[src/rtl/plc_temp_pkg.sv]
package plc_temp_pkg;

  localparam int DEF_ENTRIES = 35;
  localparam int DEF_CODE_W  = 12;

  typedef enum logic [1:0] {
    TOP_IDLE,
    TOP_SEARCH,
    TOP_LOAD,
    TOP_DIV
  } top_state_e;

  typedef enum logic [1:0] {
    SR_IDLE,
    SR_CHECK,
    SR_STEP
  } srch_state_e;

  // Falling-code default: guard entry at full scale, then a gently curved slope.
  function automatic logic [DEF_ENTRIES*DEF_CODE_W-1:0] default_falling_table();
    logic [DEF_ENTRIES*DEF_CODE_W-1:0] tab;
    tab = '0;
    for (int i = 0; i < DEF_ENTRIES; i++) begin
      int val;
      if (i == 0) val = (1 << DEF_CODE_W) - 1;
      else        val = 3800 - 9 * (i - 1) - ((i - 1) * (i - 1)) / 8;
      tab[i*DEF_CODE_W +: DEF_CODE_W] = DEF_CODE_W'(val);
    end
    return tab;
  endfunction

  // Rising-code default: guard entry at zero, then a slightly uneven slope.
  function automatic logic [DEF_ENTRIES*DEF_CODE_W-1:0] default_rising_table();
    logic [DEF_ENTRIES*DEF_CODE_W-1:0] tab;
    tab = '0;
    for (int i = 0; i < DEF_ENTRIES; i++) begin
      int val;
      if (i == 0) val = 0;
      else        val = 100 + 2 * (i - 1) + (i - 1) / 4;
      tab[i*DEF_CODE_W +: DEF_CODE_W] = DEF_CODE_W'(val);
    end
    return tab;
  endfunction

endpackage

[src/rtl/plc_cal_rom.sv]
module plc_cal_rom #(
  parameter int ENTRIES = 35,
  parameter int CODE_W  = 12,
  parameter int IDX_W   = $clog2(ENTRIES),
  parameter logic [ENTRIES*CODE_W-1:0] FALL_TAB = '0,
  parameter logic [ENTRIES*CODE_W-1:0] RISE_TAB = '0
) (
  input  logic              rising,
  input  logic [IDX_W-1:0]  idx,
  output logic [CODE_W-1:0] cur,
  output logic [CODE_W-1:0] prev
);

  logic [CODE_W-1:0] fall_mem [ENTRIES];
  logic [CODE_W-1:0] rise_mem [ENTRIES];

  for (genvar gi = 0; gi < ENTRIES; gi++) begin : g_unpack
    assign fall_mem[gi] = FALL_TAB[gi*CODE_W +: CODE_W];
    assign rise_mem[gi] = RISE_TAB[gi*CODE_W +: CODE_W];
  end

  logic [IDX_W-1:0] idx_prev;
  assign idx_prev = (idx == '0) ? '0 : idx - IDX_W'(1);

  always_comb begin
    if (rising) begin
      cur  = rise_mem[idx];
      prev = rise_mem[idx_prev];
    end else begin
      cur  = fall_mem[idx];
      prev = fall_mem[idx_prev];
    end
  end

endmodule

[src/rtl/plc_seg_search.sv]
module plc_seg_search
  import plc_temp_pkg::*;
#(
  parameter int ENTRIES = 35,
  parameter int CODE_W  = 12,
  parameter int IDX_W   = $clog2(ENTRIES)
) (
  input  logic              clk,
  input  logic              rst,
  input  logic              start,
  input  logic              rising,
  input  logic [CODE_W-1:0] code,
  output logic [IDX_W-1:0]  rd_idx,
  input  logic [CODE_W-1:0] cur,
  input  logic [CODE_W-1:0] prev,
  output logic              done,
  output logic              found,
  output logic [IDX_W-1:0]  seg
);

  localparam int LW = IDX_W + 1;
  localparam logic [LW-1:0]    LO_INIT  = LW'(1);
  localparam logic [LW-1:0]    HI_INIT  = LW'(ENTRIES - 1);
  localparam logic [IDX_W-1:0] MID_INIT = IDX_W'(ENTRIES / 2);

  srch_state_e      state;
  logic [LW-1:0]    lo, hi;
  logic [IDX_W-1:0] mid;

  logic          hit, go_up;
  logic [LW-1:0] mid_w, nlo, nhi, nsum;

  // In CHECK the lower bound entry is probed: the last one for falling
  // tables, entry 1 for rising tables. Both reject when code < entry.
  always_comb begin
    if (state == SR_CHECK) rd_idx = rising ? IDX_W'(1) : IDX_W'(ENTRIES - 1);
    else                   rd_idx = mid;
  end

  always_comb begin
    mid_w = LW'(mid);
    if (rising) begin
      hit   = (code >= prev) && (code < cur);
      go_up = (code >= cur);
    end else begin
      hit   = (code >= cur) && (code < prev);
      go_up = (code < cur);
    end
    nlo  = go_up ? mid_w + LW'(1) : lo;
    nhi  = go_up ? hi : mid_w - LW'(1);
    nsum = nlo + nhi;
  end

  always_ff @(posedge clk) begin
    if (rst) begin
      state <= SR_IDLE;
      lo    <= LO_INIT;
      hi    <= HI_INIT;
      mid   <= MID_INIT;
      done  <= 1'b0;
      found <= 1'b0;
      seg   <= '0;
    end else begin
      done <= 1'b0;
      case (state)
        SR_IDLE: begin
          if (start) state <= SR_CHECK;
        end
        SR_CHECK: begin
          if (code < cur) begin
            done  <= 1'b1;
            found <= 1'b0;
            state <= SR_IDLE;
          end else begin
            lo    <= LO_INIT;
            hi    <= HI_INIT;
            mid   <= MID_INIT;
            state <= SR_STEP;
          end
        end
        SR_STEP: begin
          if (hit) begin
            done  <= 1'b1;
            found <= 1'b1;
            seg   <= mid;
            state <= SR_IDLE;
          end else if (nlo > nhi) begin
            done  <= 1'b1;
            found <= 1'b0;
            state <= SR_IDLE;
          end else begin
            lo  <= nlo;
            hi  <= nhi;
            mid <= nsum[LW-1:1];
          end
        end
        default: state <= SR_IDLE;
      endcase
    end
  end

endmodule

[src/rtl/plc_div_iter.sv]
module plc_div_iter #(
  parameter int NUM_W = 25,
  parameter int DEN_W = 12,
  parameter int QW    = 13
) (
  input  logic             clk,
  input  logic             rst,
  input  logic             start,
  input  logic [NUM_W-1:0] num,
  input  logic [DEN_W-1:0] den,
  output logic             done,
  output logic [QW-1:0]    quo
);

  localparam int BW = (QW > 1) ? $clog2(QW) : 1;

  logic [NUM_W-1:0] rem;
  logic [DEN_W-1:0] den_q;
  logic [BW-1:0]    bit_q;
  logic             active;
  logic [NUM_W-1:0] trial;

  // Quotient is known to fit in QW bits, so only QW restoring steps run.
  assign trial = NUM_W'(den_q) << bit_q;

  always_ff @(posedge clk) begin
    if (rst) begin
      rem    <= '0;
      den_q  <= '0;
      bit_q  <= '0;
      active <= 1'b0;
      done   <= 1'b0;
      quo    <= '0;
    end else begin
      done <= 1'b0;
      if (start) begin
        rem    <= num;
        den_q  <= den;
        bit_q  <= BW'(QW - 1);
        active <= 1'b1;
        quo    <= '0;
      end else if (active) begin
        if (rem >= trial) begin
          rem        <= rem - trial;
          quo[bit_q] <= 1'b1;
        end
        if (bit_q == '0) begin
          active <= 1'b0;
          done   <= 1'b1;
        end else begin
          bit_q <= bit_q - BW'(1);
        end
      end
    end
  end

endmodule

[src/rtl/plc_code2temp.sv]
module plc_code2temp
  import plc_temp_pkg::*;
#(
  parameter int RAW_W   = 16,
  parameter int CODE_W  = DEF_CODE_W,
  parameter int ENTRIES = DEF_ENTRIES,
  parameter int TEMP_W  = 32,
  parameter int T_MIN   = -40000,
  parameter int STEP    = 5000,
  parameter logic [RAW_W-1:0] FALL_MASK = RAW_W'(16'h0fff),
  parameter logic [RAW_W-1:0] RISE_MASK = RAW_W'(16'h03ff),
  parameter logic [ENTRIES*CODE_W-1:0] FALL_TAB = default_falling_table(),
  parameter logic [ENTRIES*CODE_W-1:0] RISE_TAB = default_rising_table()
) (
  input  logic                     clk,
  input  logic                     rst,
  input  logic                     in_valid,
  output logic                     in_ready,
  input  logic                     in_rising,
  input  logic [RAW_W-1:0]         in_code,
  output logic                     out_valid,
  output logic                     out_err,
  output logic signed [TEMP_W-1:0] out_temp
);

  localparam int IDX_W = $clog2(ENTRIES);
  localparam int QW    = $clog2(STEP + 1);
  localparam int NUM_W = CODE_W + QW;

  top_state_e        state;
  logic              rising_q;
  logic [CODE_W-1:0] code_q;
  logic [TEMP_W-1:0] base_q;

  logic              accept;
  logic [CODE_W-1:0] masked;

  logic [IDX_W-1:0]  srch_idx, rom_idx, srch_seg;
  logic [CODE_W-1:0] rom_cur, rom_prev;
  logic              srch_done, srch_found;

  logic [CODE_W-1:0] diff_c, den_c;
  logic [NUM_W-1:0]  num_c;
  logic [IDX_W-1:0]  seg_steps;
  logic [TEMP_W-1:0] base_c;
  logic              div_start, div_done;
  logic [QW-1:0]     div_quo;

  assign in_ready = (state == TOP_IDLE);
  assign accept   = in_valid && in_ready;

  always_comb begin
    if (in_rising) masked = CODE_W'(in_code & RISE_MASK);
    else           masked = CODE_W'(in_code & FALL_MASK);
  end

  assign rom_idx = (state == TOP_LOAD) ? srch_seg : srch_idx;

  plc_cal_rom #(
    .ENTRIES (ENTRIES),
    .CODE_W  (CODE_W),
    .IDX_W   (IDX_W),
    .FALL_TAB(FALL_TAB),
    .RISE_TAB(RISE_TAB)
  ) u_rom (
    .rising(rising_q),
    .idx   (rom_idx),
    .cur   (rom_cur),
    .prev  (rom_prev)
  );

  plc_seg_search #(
    .ENTRIES(ENTRIES),
    .CODE_W (CODE_W),
    .IDX_W  (IDX_W)
  ) u_search (
    .clk   (clk),
    .rst   (rst),
    .start (accept),
    .rising(rising_q),
    .code  (code_q),
    .rd_idx(srch_idx),
    .cur   (rom_cur),
    .prev  (rom_prev),
    .done  (srch_done),
    .found (srch_found),
    .seg   (srch_seg)
  );

  // Segment arithmetic, evaluated while the ROM is pointed at the found segment.
  always_comb begin
    if (rising_q) begin
      diff_c = code_q - rom_prev;
      den_c  = rom_cur - rom_prev;
    end else begin
      diff_c = rom_prev - code_q;
      den_c  = rom_prev - rom_cur;
    end
    if (srch_seg == IDX_W'(1)) num_c = '0;
    else                       num_c = NUM_W'(STEP) * NUM_W'(diff_c);
    seg_steps = (srch_seg >= IDX_W'(2)) ? srch_seg - IDX_W'(2) : '0;
    base_c    = TEMP_W'(T_MIN + STEP * int'(seg_steps));
  end

  assign div_start = (state == TOP_LOAD);

  plc_div_iter #(
    .NUM_W(NUM_W),
    .DEN_W(CODE_W),
    .QW   (QW)
  ) u_div (
    .clk  (clk),
    .rst  (rst),
    .start(div_start),
    .num  (num_c),
    .den  (den_c),
    .done (div_done),
    .quo  (div_quo)
  );

  always_ff @(posedge clk) begin
    if (rst) begin
      state     <= TOP_IDLE;
      rising_q  <= 1'b0;
      code_q    <= '0;
      base_q    <= '0;
      out_valid <= 1'b0;
      out_err   <= 1'b0;
      out_temp  <= '0;
    end else begin
      out_valid <= 1'b0;
      case (state)
        TOP_IDLE: begin
          if (accept) begin
            rising_q <= in_rising;
            code_q   <= masked;
            state    <= TOP_SEARCH;
          end
        end
        TOP_SEARCH: begin
          if (srch_done) begin
            if (srch_found) begin
              state <= TOP_LOAD;
            end else begin
              out_valid <= 1'b1;
              out_err   <= 1'b1;
              out_temp  <= '0;
              state     <= TOP_IDLE;
            end
          end
        end
        TOP_LOAD: begin
          base_q <= base_c;
          state  <= TOP_DIV;
        end
        TOP_DIV: begin
          if (div_done) begin
            out_valid <= 1'b1;
            out_err   <= 1'b0;
            out_temp  <= base_q + TEMP_W'(div_quo);
            state     <= TOP_IDLE;
          end
        end
        default: state <= TOP_IDLE;
      endcase
    end
  end

endmodule

[config.mk]
export PLATFORM = sky130hd
export DESIGN_NAME = plc_code2temp
export DESIGN_NICKNAME = d
export VERILOG_FILES = /design/src/rtl/plc_temp_pkg.sv /design/src/rtl/plc_cal_rom.sv /design/src/rtl/plc_seg_search.sv /design/src/rtl/plc_div_iter.sv /design/src/rtl/plc_code2temp.sv
export SDC_FILE = /design/constraint.sdc
export NUM_CORES = 1
export LEC_CHECK = 0
export ABC_CLOCK_PERIOD_IN_PS = 30400
export BUFFER_PORTS_ARGS = -buffer_cell sky130_fd_sc_hd__clkbuf_2
export CORE_MARGIN = 2
export CORE_UTILIZATION = 50
export DETAILED_ROUTE_END_ITERATION = 16
export HOLD_SLACK_MARGIN = 0.15
export PLACE_DENSITY = 0.68
export SLEW_MARGIN = 40
export SYNTH_ARGS = -nofsm -noshare
export SYNTH_HDL_FRONTEND = slang
export SYNTH_SLANG_ARGS = --single-unit
[constraint.sdc]
create_clock -name clk -period 30.4 [get_ports clk]
set_clock_uncertainty 0.15 [all_clocks]
set_input_delay 4.56 -clock clk [delete_from_list [all_inputs] [get_ports clk]]
set_output_delay 4.56 -clock clk [all_outputs]
set_load 0.005 [all_outputs]
Word level (Yosys, flattened, before mapping). Memories as Yosys holds them, arrays and structs flattened. Cells that the tools add are included.

Word-level logic and storage cells: 175. Bits in latches: 0. Bits in registers: 167. Memories kept: 4. ROM bits: 3072. Bits in writable memories: 0. Output and inout port bits: 35. Input port bits: 20.

Shift operators: 1. Divide/modulo/power cells: 0. Multiply operators: 2. Equal/unequal tests: 17. Order comparisons: 11. Add/sub/neg operators: 13. Mux-type cells: 76. Reduce and logical (&&, ||, !) cells: 25. Bitwise gates (word level): 5.

Memory list: (no name shown) (words 64, bits a word 12, rd ports 1, clocked after Yosys merged registers in 0, write ports 0, line plc_cal_rom.sv:27) `cur = rise_mem[idx];`; (no name shown) (words 64, bits a word 12, rd ports 1, clocked after Yosys merged registers in 0, write ports 0, line plc_cal_rom.sv:28) `prev = rise_mem[idx_prev];`; (no name shown) (words 64, bits a word 12, rd ports 1, clocked after Yosys merged registers in 0, write ports 0, line plc_cal_rom.sv:30) `cur = fall_mem[idx];`; (no name shown) (words 64, bits a word 12, rd ports 1, clocked after Yosys merged registers in 0, write ports 0, line plc_cal_rom.sv:31) `prev = fall_mem[idx_prev];`.

Operator list (count): two-way mux 12 bit (13); two-way mux 25 bit (4); two-way mux 32 bit (3); one-hot mux 32 bit (2 select lines) (1); two-way mux 7 bit (8); two-way mux 6 bit (8); subtractor 12 bit (4); adder 32 x 13 -> 32 bit (1); one-hot mux 7 bit (2 select lines) (2); greater-or-equal comparator 25 bit (1); << shifter 12 x 4 -> 25 bit (1); subtractor 25 bit (1); greater-or-equal comparator 12 bit (2); less-than comparator 12 bit (2); multiplier 10 x 12 -> 22 bit (first input constant) (1); adder 17 x 20 -> 21 bit (first input constant) (1); two-way mux 1 bit (19); multiplier 10 x 6 -> 16 bit (first input constant) (1); greater-or-equal comparator 7 bit (second input constant) (2); two-way mux 2 bit (7); != test 2 bit (second input constant) (7); NOT 6 -> 7 bit (2); AND reduction 2 bit (7); OR 13 bit (1); 31 further kinds (51).

Logic depth before layout (Yosys ltp). Gate-level depths: netlist (run 1).

Word-level depth: 15. Depth in mapped cells: 46.

Cells and area by module. Synthesis (run 1) repeated with hierarchy kept, for this count alone.

Cells, all modules: 2109. Area total of the unflattened synthesis: 16703.5 um^2.

By module, submodules not included: plc_code2temp (instances 1, area each 7754.9 um^2, sequential area each 1341.3 um^2, cells an instance 947); plc_div_iter (instances 1, area each 4389.2 um^2, sequential area each 1121.1 um^2, cells an instance 556); plc_seg_search (instances 1, area each 2553.7 um^2, sequential area each 600.6 um^2, cells an instance 309); plc_cal_rom (instances 1, area each 2005.7 um^2, sequential area each 0.0 um^2, cells an instance 297).

Least setup slack after synthesis (run 1). Ideal clock, no wire load.

Kind: register -> register. From: reg u_search.state[1]. To: reg u_div.rem[22]. Library setup time: 0.086 ns. Slack: 20.443 ns. Arrival time: 9.722 ns. Cell stages (with the launch flop): 46. Buffers on the path: 3. Data required time: 30.164 ns. Path through: dfxtp_1 -> inv_1 -> ha_1 -> and2_1 -> o31ai_1 -> inv_1 -> ha_1 -> clkbuf_1 -> o311ai_1 -> or3_1 -> clkbuf_1 -> nand2_1 -> ha_1 -> clkbuf_1 -> a21oi_1 -> a21oi_1 -> a211oi_1 -> nor3_1 -> [10 not listed] -> xor2_1 -> fa_1 -> inv_1 -> ha_1 -> inv_1 -> fa_1 -> inv_1 -> ha_1 -> ha_1 -> ha_1 -> or4_1 -> o22ai_1 -> o221ai_1 -> a31o_2 -> a21oi_1 -> xnor2_1 -> a22oi_1 -> a211oi_1.

Cells in the longest elaborated chain, start to end: 15.

RTL lines: from (decl) (line plc_seg_search.sv:26) `srch_state_e state;`; from (signal assigned) (line plc_seg_search.sv:56) `state <= SR_IDLE;`; from (signal assigned) (line plc_seg_search.sv:67) `if (start) state <= SR_CHECK;`; from (signal assigned) (line plc_seg_search.sv:73) `state <= SR_IDLE;`; equality test 2 x 1 -> 1 bit * (line plc_seg_search.sv:36) `if (state == SR_CHECK) rd_idx = rising ? IDX_W'(1) : IDX_W'(ENTRIES - 1);`; two-way mux 6 bit * (line plc_seg_search.sv:36); two-way mux 6 bit * (line plc_code2temp.sv:57) `assign rom_idx = (state == TOP_LOAD) ? srch_seg : srch_idx;`; subtractor 6 x 1 -> 6 bit / logical NOT 6 bit (equally long branches) (line plc_cal_rom.sv:23) `assign idx_prev = (idx == '0) ? '0 : idx - IDX_W'(1);`; two-way mux 6 bit * (line plc_cal_rom.sv:23); NOT 6 -> 7 bit (implied by the code) * (line plc_cal_rom.sv:28, plc_cal_rom.sv:31); memory (64 x 12 bit), on equally long branches; two-way mux 12 bit, on equally long branches (2 in a row) (line plc_cal_rom.sv:31, plc_cal_rom.sv:28); two-way mux 12 bit * (line plc_cal_rom.sv:26) `if (rising) begin`; subtractor 12 bit, on equally long branches (line plc_code2temp.sv:96, plc_code2temp.sv:93); two-way mux 12 bit * (line plc_code2temp.sv:92) `if (rising_q) begin`; multiplier 10 x 12 -> 22 bit * (line plc_code2temp.sv:100) `else num_c = NUM_W'(STEP) * NUM_W'(diff_c);`; two-way mux 25 bit * (line plc_code2temp.sv:99) `if (srch_seg == IDX_W'(1)) num_c = '0;`; two-way mux 25 bit * (line plc_div_iter.sv:36) `if (start) begin`; to (signal assigned) (line plc_div_iter.sv:37) `rem <= num;`; to (signal assigned) (line plc_div_iter.sv:44) `rem <= rem - trial;`; to (decl) (line plc_div_iter.sv:17) `logic [NUM_W-1:0] rem;`.

Every way passes the cells marked *; elsewhere a longest branch is shown, timed or not. The select of a mux whose other input is x is not followed. A chain may end at the register's enable or synchronous reset.

Final worst setup path (run 1).
From: reg state[0]. To: reg u_div.rem[22].

Cells in the longest elaborated chain, start to end: 14.

RTL lines: from (decl) (line plc_code2temp.sv:30) `top_state_e state;`; from (signal assigned) (line plc_code2temp.sv:123) `state <= TOP_IDLE;`; from (signal assigned) (line plc_code2temp.sv:137) `state <= TOP_SEARCH;`; from (signal assigned) (line plc_code2temp.sv:143) `state <= TOP_LOAD;`; equality test 2 bit * (line plc_code2temp.sv:57, plc_code2temp.sv:105); two-way mux 6 bit (line plc_code2temp.sv:57); subtractor 6 x 1 -> 6 bit / logical NOT 6 bit (equally long branches) (line plc_cal_rom.sv:23); two-way mux 6 bit (line plc_cal_rom.sv:23); NOT 6 -> 7 bit (implied by the code) (line plc_cal_rom.sv:28, plc_cal_rom.sv:31); memory (64 x 12 bit), on equally long branches; two-way mux 12 bit, on equally long branches (2 in a row) (line plc_cal_rom.sv:31, plc_cal_rom.sv:28); two-way mux 12 bit (line plc_cal_rom.sv:26); subtractor 12 bit, on equally long branches (line plc_code2temp.sv:96, plc_code2temp.sv:93); two-way mux 12 bit (line plc_code2temp.sv:92); multiplier 10 x 12 -> 22 bit (line plc_code2temp.sv:100); two-way mux 25 bit (line plc_code2temp.sv:99); two-way mux 25 bit (line plc_div_iter.sv:36).

Marked as above.

==> results by stage, run 1 <==
Setup path:
- Counting both buffers and inverters, the worst setup path holds a total of 7.
- The data required time at the worst endpoint is about 31 ns.
- The worst register-to-register path has a setup slack of around 18 ns.
- Among cell families on the critical path, the largest total delay comes from adder cells.
- The startpoint type of the worst setup path is a flip-flop.
- The slowest stage of the critical path is the sky130_fd_sc_hd__a211oi_1 cell.
- In this run the worst setup path begins at state[0].
- STA classifies the critical path endpoint as a flip-flop.
- The data arrival time of the critical path is ~12 ns.
- The launch instance of the worst register-to-register path is state[0].
- The delay of the slowest cell on the worst path is 0.73 ns.
- The largest fanout on the critical path is 31.
- The worst setup path is of the flip-flop to flip-flop kind.

Synthesis:
- In this run, synthesis produced a sequential element count of 153.
- In this run, distinct cell masters in the synthesized netlist total 86.
- The prevailing post-synth register cell is sky130_fd_sc_hd__dfxtp_1.
- The number of warnings reported in the yosys synthesis log is 0.
- By count the netlist is led by 217 x sky130_fd_sc_hd__ha_1, 183 x sky130_fd_sc_hd__nand2_1, 173 x sky130_fd_sc_hd__a21oi_1.
- The mean area per synthesized cell is approximately 7.9 um^2.
- The net count of the mapped netlist is between 2,000 and 2,500.
- The number of flops mapped to enable cells by yosys is 0.
- Of all cell types, the one taking the most synthesized area is sky130_fd_sc_hd__dfxtp_1.
- The synthesized design devotes to its leading area cell type around a fifth of total area.
- The combined area of all synthesized cells is 15,400 um^2.
- After synthesis, the cell types taking the most area are sky130_fd_sc_hd__dfxtp_1 20%, sky130_fd_sc_hd__ha_1 18%, sky130_fd_sc_hd__a21oi_1 5.6%.
- sky130_fd_sc_hd__ha_1 is the most common cell in the netlist.
- The cell count after synthesis came out at approximately 1,900.
- Of the synthesized area, sequential elements account for 19.9%.
- Counting flops with an async set or reset pin after synthesis yields a share of 0%.

Timing:
- The number of setup violations in the final report is 0.
- The worst slack on hold paths is ~0.30 ns.
- The final number of hold-violating endpoints is 0.
- The share of the clock period used by the worst path after layout is between 30 and 40%.
- Setup repair after global routing left no endpoint under its margin.
- The slew at the pin closest to its max-slew limit is ~0.88 ns.
- The final number of max-transition violations was 0.
- Adding up every negative setup slack in the final design gives 0 ns.
- The final critical delay including setup and external delays is between 10 and 15 ns.
- The maximum clock frequency is 0.0824 GHz.
- The normalized max-slew margin is 40.7%.
- The post-layout worst setup margin is roughly 18 ns.

Outcome:
- The flow ran to the end, and the final reports show no timing, DRC or antenna violations.

Routing:
- The overall via count from detail_route is 13,700.
- After detailed routing, the average wire length per cell comes to approximately 17 um.
- After the first detailed-routing iteration, the DRC count stood at around 880.
- The number of remaining DRC errors is 0.
- Summed over all layers, the routed wires come to between 30,000 and 40,000 um.
- The routed via count divided by cell count is just under 6.
- Before antenna repair, the detailed router went through 6 iterations.
- The remaining number of nets flagged by the antenna check after routing is 0.

GRT:
- The number of global-route vias before repair is between 10,000 and 15,000.
- The total overflow left after global routing is 0.
- In the global route stage, overall resource usage came out at between 20 and 25%.
- The number of antenna violations at the first check in global routing was 0.
- The wire length of the first global-routing pass is 65,700 um.
- Entering global routing, the biggest net connects 77 pins.

Flow run:
- The tool flagged a number of max-cap violations equal to 0.

Finish:
- The layout-stage area growth over the synthesis result is 7.20%.
- The share of layout cells above drive strength 1 is approximately 7.9%.
- The final layout contains roughly 2,200 nets.
- Fill cells in the final layout number 2,926.
- The repair_antennas step left the layout with diodes totalling 0.
- The core utilization of the finished layout is 54.2%.

Floorplanning:
- From bottom edge to top edge, the die measures between 150 and 200 um.
- The floorplan step defined a die boundary enclosing between 30,000 and 40,000 um^2.
- The total I/O pin count is 55.
- The initial standard-cell utilization of the core is 50.6%.
- The die is 179 um wide.
- The area of the core region is between 30,000 and 40,000 um^2.
- The initialized floorplan defines 64 standard-cell rows.

Clocking:
- Clock tree synthesis selected as its root buffer the cell sky130_fd_sc_hd__clkbuf_16.
- The buffer count from post-CTS setup fixing is 0.
- CTS built an H-tree with a depth of 4.
- The clock transition at the registers of the reported paths is roughly 0.080 ns.
- CTS saw 153 sinks.
- The maximum root-to-sink buffer count is 2.
- The number of buffers added to fix hold violations after cts is 0.
- The number of cells upsized or downsized after cts is 0.
- For the worst-skew pair, the clock arrives at the later sink with an insertion delay of between 0.4 and 0.5 ns.
- TritonCTS created 17 clock buffers.
- TritonCTS built the clock tree.

Placed design:
- Buffers placed on the I/O ports in this run total 50.
- The estimated wirelength of the detail-placed design is between 30,000 and 40,000 um.
- The final RePlAce weighted congestion is 0.934.
- At the placement stage, the worst setup path has a slack of around 18 ns.

Hold path:
- The kind of path behind the tightest hold check is flip-flop to flip-flop.
- The beginning of the worst hold path is u_search.lo[0].
[cells in the final DEF, fill, tap and decap left out, types with 7 or more instances in the layout]
cell type                   netlist  final
sky130_fd_sc_hd__a211o_1          8      8
sky130_fd_sc_hd__a211oi_1        59     59
sky130_fd_sc_hd__a21o_1          57     57
sky130_fd_sc_hd__a21oi_1        173    173
sky130_fd_sc_hd__a22o_1          15     15
sky130_fd_sc_hd__a22oi_1         13     13
sky130_fd_sc_hd__a31oi_1         20     20
sky130_fd_sc_hd__and2_1          12     13
sky130_fd_sc_hd__and3_1           8      8
sky130_fd_sc_hd__buf_4            4     14
sky130_fd_sc_hd__clkbuf_16        0     17
sky130_fd_sc_hd__clkbuf_2         1     49
sky130_fd_sc_hd__dfxtp_1        153    149
sky130_fd_sc_hd__fa_1            36     36
sky130_fd_sc_hd__ha_1           217    217
sky130_fd_sc_hd__inv_1          152    152
sky130_fd_sc_hd__inv_8            0      7
sky130_fd_sc_hd__mux2i_1         34     34
sky130_fd_sc_hd__nand2_1        183    182
sky130_fd_sc_hd__nand2b_1        24     23
sky130_fd_sc_hd__nand3_1         27     27
sky130_fd_sc_hd__nand3b_1         9      9
sky130_fd_sc_hd__nand4_1         10     10
sky130_fd_sc_hd__nor2_1         165    164
sky130_fd_sc_hd__nor2b_1         28     27
sky130_fd_sc_hd__nor3_1          25     25
sky130_fd_sc_hd__o21a_1          18     18
sky130_fd_sc_hd__o21ai_0        104    104
sky130_fd_sc_hd__o21bai_1        13     13
sky130_fd_sc_hd__o31ai_1         11     11
sky130_fd_sc_hd__or2_2            9      9
sky130_fd_sc_hd__or3_1           15     15
sky130_fd_sc_hd__xnor2_1         61     58
sky130_fd_sc_hd__xor2_1          41     41
[worst paths after layout]
check / depth (start not counted) / to
hold reg to reg: 2 / u_search.lo[0]
setup reg to reg: 40 / u_div.rem[22]
hold / removal: 2 / u_search.lo[0]
setup / recovery: 40 / u_div.rem[22]
[worst reg2reg max path, delay by kind of cell, from the launching register on]
family,cells,cell delay (ns)
flip-flops,1,0.60
multiplexers,1,0.53
adder cells (fa/ha/maj),10,3.79
AO/OA/AOI/OAI,12,2.88
AND/OR/NAND/NOR,8,2.22
buffers and inverters,7,0.96
XOR/XNOR,2,0.92
[per-layer routing]
layer  up-vias  share of wire, %  track usage, %
met5         -                 0               0
met4         0               2.8            8.23
met3        72               4.1            3.12
met2       315                45            39.8
met1      6428                48            33.3
li1       6837                 -               -
[stage by stage]
stage	cells	area, um^2
floorplan	1942	15400
global placement	2301	15800
detailed placement	2301	15900
CTS	2333	16500
global route	2333	16500
finish	2333	16500
[state kept, by name (all words and copies together), names as in the netlist, 2 cells and up, named ones only]
| signal | count |
|---|---|
| u_div.den_q | 12 |
| u_search.lo | 7 |
| code_q | 12 |
| u_search.mid | 6 |
| out_temp | 32 |
| u_search.seg | 6 |
| u_search.hi | 7 |
| u_div.bit_q | 4 |
| u_search.state | 2 |
| u_div.rem | 25 |
| u_div.quo | 13 |
| base_q | 18 |
[logic make-up (layout without fill, tap and decap cells)]
| family | after synthesis | in the layout | share of synthesized area [%] |
|---|---|---|---|
| AOI/OAI and AO/OA | 579 | 579 | 24.5 |
| adders and majority gates | 253 | 253 | 22.3 |
| buffers and inverters | 257 | 252 | 6.59 |
| muxes | 52 | 52 | 4.31 |
| xor gates and xnor gates | 104 | 104 | 6.01 |
| DFF | 153 | 153 | 19.9 |
| and+or+nand+nor | 544 | 544 | 16.4 |
[cell type report]
type                            instances  area (um^2)  share of cell area [%]
Timing Repair Buffer                   64          355                    2.15
Multi-Input combinational cell       1532        11400                    68.9
Inverter                              156          588                    3.56
Tap cell                              396          495                    3.00
Clock inverter                         15          199                    1.21
Sequential cell                       153         3070                    18.6
Clock buffer                           17          425                    2.58
Power of run 1 is not shown: default switching activity piles up to over one toggle a cycle in this logic, so the estimate is an artifact.
==> inputs of run 2 (changes only) <==
--- a/config.mk
+++ b/config.mk
@@ -5,13 +5,14 @@
 export SDC_FILE = /design/constraint.sdc
 export NUM_CORES = 1
 export LEC_CHECK = 0
-export ABC_CLOCK_PERIOD_IN_PS = 30400
+export ABC_AREA = 1
+export ABC_CLOCK_PERIOD_IN_PS = 10300
 export BUFFER_PORTS_ARGS = -buffer_cell sky130_fd_sc_hd__clkbuf_2
 export CORE_MARGIN = 2
 export CORE_UTILIZATION = 50
 export DETAILED_ROUTE_END_ITERATION = 16
 export HOLD_SLACK_MARGIN = 0.15
-export PLACE_DENSITY = 0.68
+export PLACE_DENSITY = 0.7
 export SLEW_MARGIN = 40
 export SYNTH_ARGS = -nofsm -noshare
 export SYNTH_HDL_FRONTEND = slang
==> constraint.sdc (replaced) <==
create_clock -name clk -period 10.3 [get_ports clk]
set_clock_uncertainty 0.15 [all_clocks]
set_input_delay 1.545 -clock clk [delete_from_list [all_inputs] [get_ports clk]]
set_output_delay 1.545 -clock clk [all_outputs]
set_load 0.005 [all_outputs]
==> run 2 against run 1 <==
Sequential share of layout area fell by 1.5 points. Worst setup slack got worse by 18 ns. First-iteration DRC count rose by 32%. Maximum frequency rose by 27%. Register-to-register slack got worse by 18 ns. Non-clock buffer count fell by 1. Cell count rose by 35%. Die area rose by 8.9%. Via count rose by 24%. Routed wire length rose by 16%. Critical path depth rose by 7. Critical path type unchanged. Highest routed layer unchanged.
==> results by stage, run 2 <==
Floorplanning:
- The floorplan has 67 rows.
- From bottom edge to top edge, the die measures ~190 um.
- The total I/O pin count is 55.
- The area enclosed by the die boundary is 35,100 um^2.
- The overall die width is around 190 um.
- The area of the core region is 33,300 um^2.
- The initial utilization of the core area, before any placement, comes to 50.5%.

GRT:
- The number of global-route vias before repair came to roughly 16,000.
- The final global-route overflow total is 0.
- The first global-routing pass estimated roughly 77,000 um of wire.
- Entering global routing, the biggest net connects 47 pins.
- The number of antenna violations at the first check in global routing is 0.
- Across every metal layer, demand over resource in global routing totals 26.5%.

Synthesis:
- The top cell type by area accounts for approximately 18% of the synthesized area.
- Synthesis inferred approximately 150 register bits.
- Among all cell types in the netlist, the one instantiated most often is sky130_fd_sc_hd__nand2_1.
- For this run, asynchronously set or reset flops after synthesis account for 0%.
- The number of flops mapped to enable cells by yosys is 0.
- The net count of the mapped netlist is 2,956.
- The mapped netlist covers roughly 17,000 um^2.
- Yosys attributes the largest share of cell area to sky130_fd_sc_hd__dfxtp_1 18%, sky130_fd_sc_hd__nand2_1 16%, sky130_fd_sc_hd__ha_1 16%.
- sky130_fd_sc_hd__dfxtp_1 takes more of the synthesized area than any other cell.
- After technology mapping, the gate count stands at 2,683.
- In the synthesized netlist the dominant register cell turns out to be sky130_fd_sc_hd__dfxtp_1.
- For this run, the number of Yosys warnings is 0.
- Sequential cells were found to cover 18.2% of the synthesized design area.
- In the synthesized netlist, the cells that appear most often are 724 x sky130_fd_sc_hd__nand2_1, 368 x sky130_fd_sc_hd__inv_1, 270 x sky130_fd_sc_hd__nor2_1.
- The mean area per synthesized cell is 6.26 um^2.
- In this run, distinct cell masters in the synthesized netlist total 57.

Finish:
- The layout-stage area growth over the synthesis result is 7.06%.
- The flip-flop count of the largest register, all copies and words added is 32.
- Once layout is complete, the utilization of the core stands at about 54%.
- The register area is around 3000 um^2.
- The library cell used most frequently in the layout, excluding fill and tap cells, is sky130_fd_sc_hd__nand2_1.
- The library cells used most frequently in the layout, excluding fill and tap cells, are 723 x sky130_fd_sc_hd__nand2_1, 368 x sky130_fd_sc_hd__inv_1, 269 x sky130_fd_sc_hd__nor2_1, 217 x sky130_fd_sc_hd__ha_1, 190 x sky130_fd_sc_hd__nand3_1.
- The number of filler cells placed in the layout is between 3,000 and 4,000.
- Ranked by flip-flop count, first place goes to out_temp.
- The area occupied by multi-input gates is between 10,000 and 15,000 um^2.
- The repair_antennas step left the layout with diodes totalling 0.
- In the final layout, the share of cells above drive strength 1 is under 10%.
- In the final layout, the registers with the most flip-flops are out_temp (32), u_div.rem (25), base_q (18).
- The net total in the final layout is just under 3,000.

Outcome:
- The flow ran to the end, and the final reports show no timing, DRC or antenna violations.

Clocking:
- After clock tree synthesis, the repair step resized 0 gates.
- The buffer count from post-CTS setup fixing is 0.
- The later pin in the worst-skew pair is clocked with a latency of 0.46 ns.
- The CTS sink count is 153.
- Clock-pin slew was measured on the worst setup and hold paths at about 0.070 ns.
- Buffers inserted to repair hold after CTS numbered 0.
- The clock passes through at most 2 buffers.
- The H-tree level count is 4.
- TritonCTS built the clock tree.
- The total clock buffers created by CTS is 17.
- The root buffer cell chosen for the clock tree is sky130_fd_sc_hd__clkbuf_16.

Setup path:
- The delay of the slowest cell on the worst path is a little under 0.5 ns.
- STA classifies the critical path endpoint as a flip-flop.
- For the worst setup path, the data arrival time is 9.74 ns.
- In this run the worst path has a maximum fanout of 15.
- The startpoint type of the worst setup path is a flip-flop.
- STA puts the critical path data required time at ~11 ns.
- The master of the slowest instance on the critical path is sky130_fd_sc_hd__fa_1.
- The critical path is of the flip-flop to flip-flop type.
- In this design, the critical path's most frequently occurring cell is sky130_fd_sc_hd__nand2_1.

Routing:
- The number of violations reported at the end of detailed-routing iteration 0 is around 1,200.
- The routed wire length is between 40,000 and 50,000 um.
- The number of remaining DRC errors is 0.
- Dividing the detail-routed wire length by the instance count gives roughly 15 um.
- In the routed layout, each cell is associated on average with a via count of roughly 5.4.
- The remaining number of nets flagged by the antenna check after routing is 0.
- For this run, the detailed router's first-pass iteration total came to 6.
- The routed layout has 16,900 vias.

Timing:
- Headroom to the max-slew limit came out at between 40 and 50%.
- The share of the clock period used by the worst path after layout is just over 90%.
- The post-layout worst setup margin is 0.766 ns.
- The aggregate negative setup slack is 0 ns.
- After layout, the minimum clock period comes to 9.53 ns.
- The slew at the pin closest to its max-slew limit is approximately 0.8 ns.
- Timing would allow up to 0.105 GHz.
- The final number of hold-violating endpoints was 0.
- Setup repair after global routing left no endpoint under its margin.
- The worst slack on hold paths is ~0.30 ns.
- The final number of max-transition violations is 0.
- Setup violations remaining at the end of the flow were counted as 0.

Hold path:
- The tightest min-delay check is of the flip-flop to flip-flop type.

Flow run:
- The count of maximum capacitance violations is 0.

Placed design:
- At the end of routability-driven placement, the weighted congestion stood at between 0.9 and 1.
- The total of buffers placed on input and output ports is 50.
- The estimated wirelength of the detail-placed design is ~36,000 um.
- Timing analysis after detailed placement gives a worst setup slack of just under 0.9 ns.
## run 2: changes by cell type in the layout (fill, tap and decap cells not counted), sizes merged, moves of 24 or more
cell	change
mux2i	-32
a21o	-49
nand2b	-24
xnor2	-57
inv	+229
nor2b	-28
o21ai	+75
nand2	+553
a211oi	-58
nand3	+171
nor2	+110
## run 2: worst max-delay path, delay by kind of cell (launching register included)
kind | cells | cell delay, ns
fa+ha+maj | 11 | 3.93
simple gates | 21 | 2.76
compound gates | 5 | 1.06
buf+inv | 9 | 0.96
flops | 1 | 0.37
xor+xnor | 1 | 0.22
## run 2: per-stage QoR
stage,std cells,cell area [um^2]
6_report,3146,18000
5_1_grt,3146,18000
4_1_cts,3145,17900
3_5_place_dp,3113,17300
3_3_place_gp,3113,17300
2_1_floorplan,2683,16800
## run 2: cell type report
| class | count | share of cell area (%) |
|---|---|---|
| clock buffer | 17 | 2.37 |
| clock inverter | 15 | 1.07 |
| inverter | 383 | 8.01 |
| multi-input combinational | 2067 | 66.3 |
| sequential | 153 | 17.0 |
| tap | 448 | 3.12 |
| timing repair buffer | 63 | 2.05 |
## run 2: final timing paths
| kind | startpoint | end | slack, ns | cells after the start |
|---|---|---|---|---|
| worst max-delay path | u_search.state[1] | u_div.rem[20] | 0.77 | 47 |
| worst max register to register | u_search.state[1] | u_div.rem[20] | 0.77 | 47 |
| worst min register to register | out_temp[31] | out_temp[31] | 0.30 | 2 |
| worst min-delay path | out_temp[31] | out_temp[31] | 0.30 | 2 |
## run 2: cells by family after synthesis
logic type               count (synthesis)  synth area share (%)
AND/OR/NAND/NOR                       1335                  34.0
buffers and inverters                  463                  10.8
AO/OA/AOI/OAI                          440                  14.4
adder cells (fa/ha/maj)                253                  20.5
flip-flops                             153                  18.2
XOR/XNOR                                33                  1.72
multiplexers                             6                 0.358
## run 2: metal layers
layer	share of wire [%]	global-route usage, %	routed length, um	vias to the layer above
li1	-	-	-	8673
met1	46	35.4	21300	7676
met2	46	44.3	21100	491
met3	5.2	3.51	2370	81
met4	2.5	8.55	1150	0
met5	0	0	0	-
Power of run 2 is left out for the same reason.
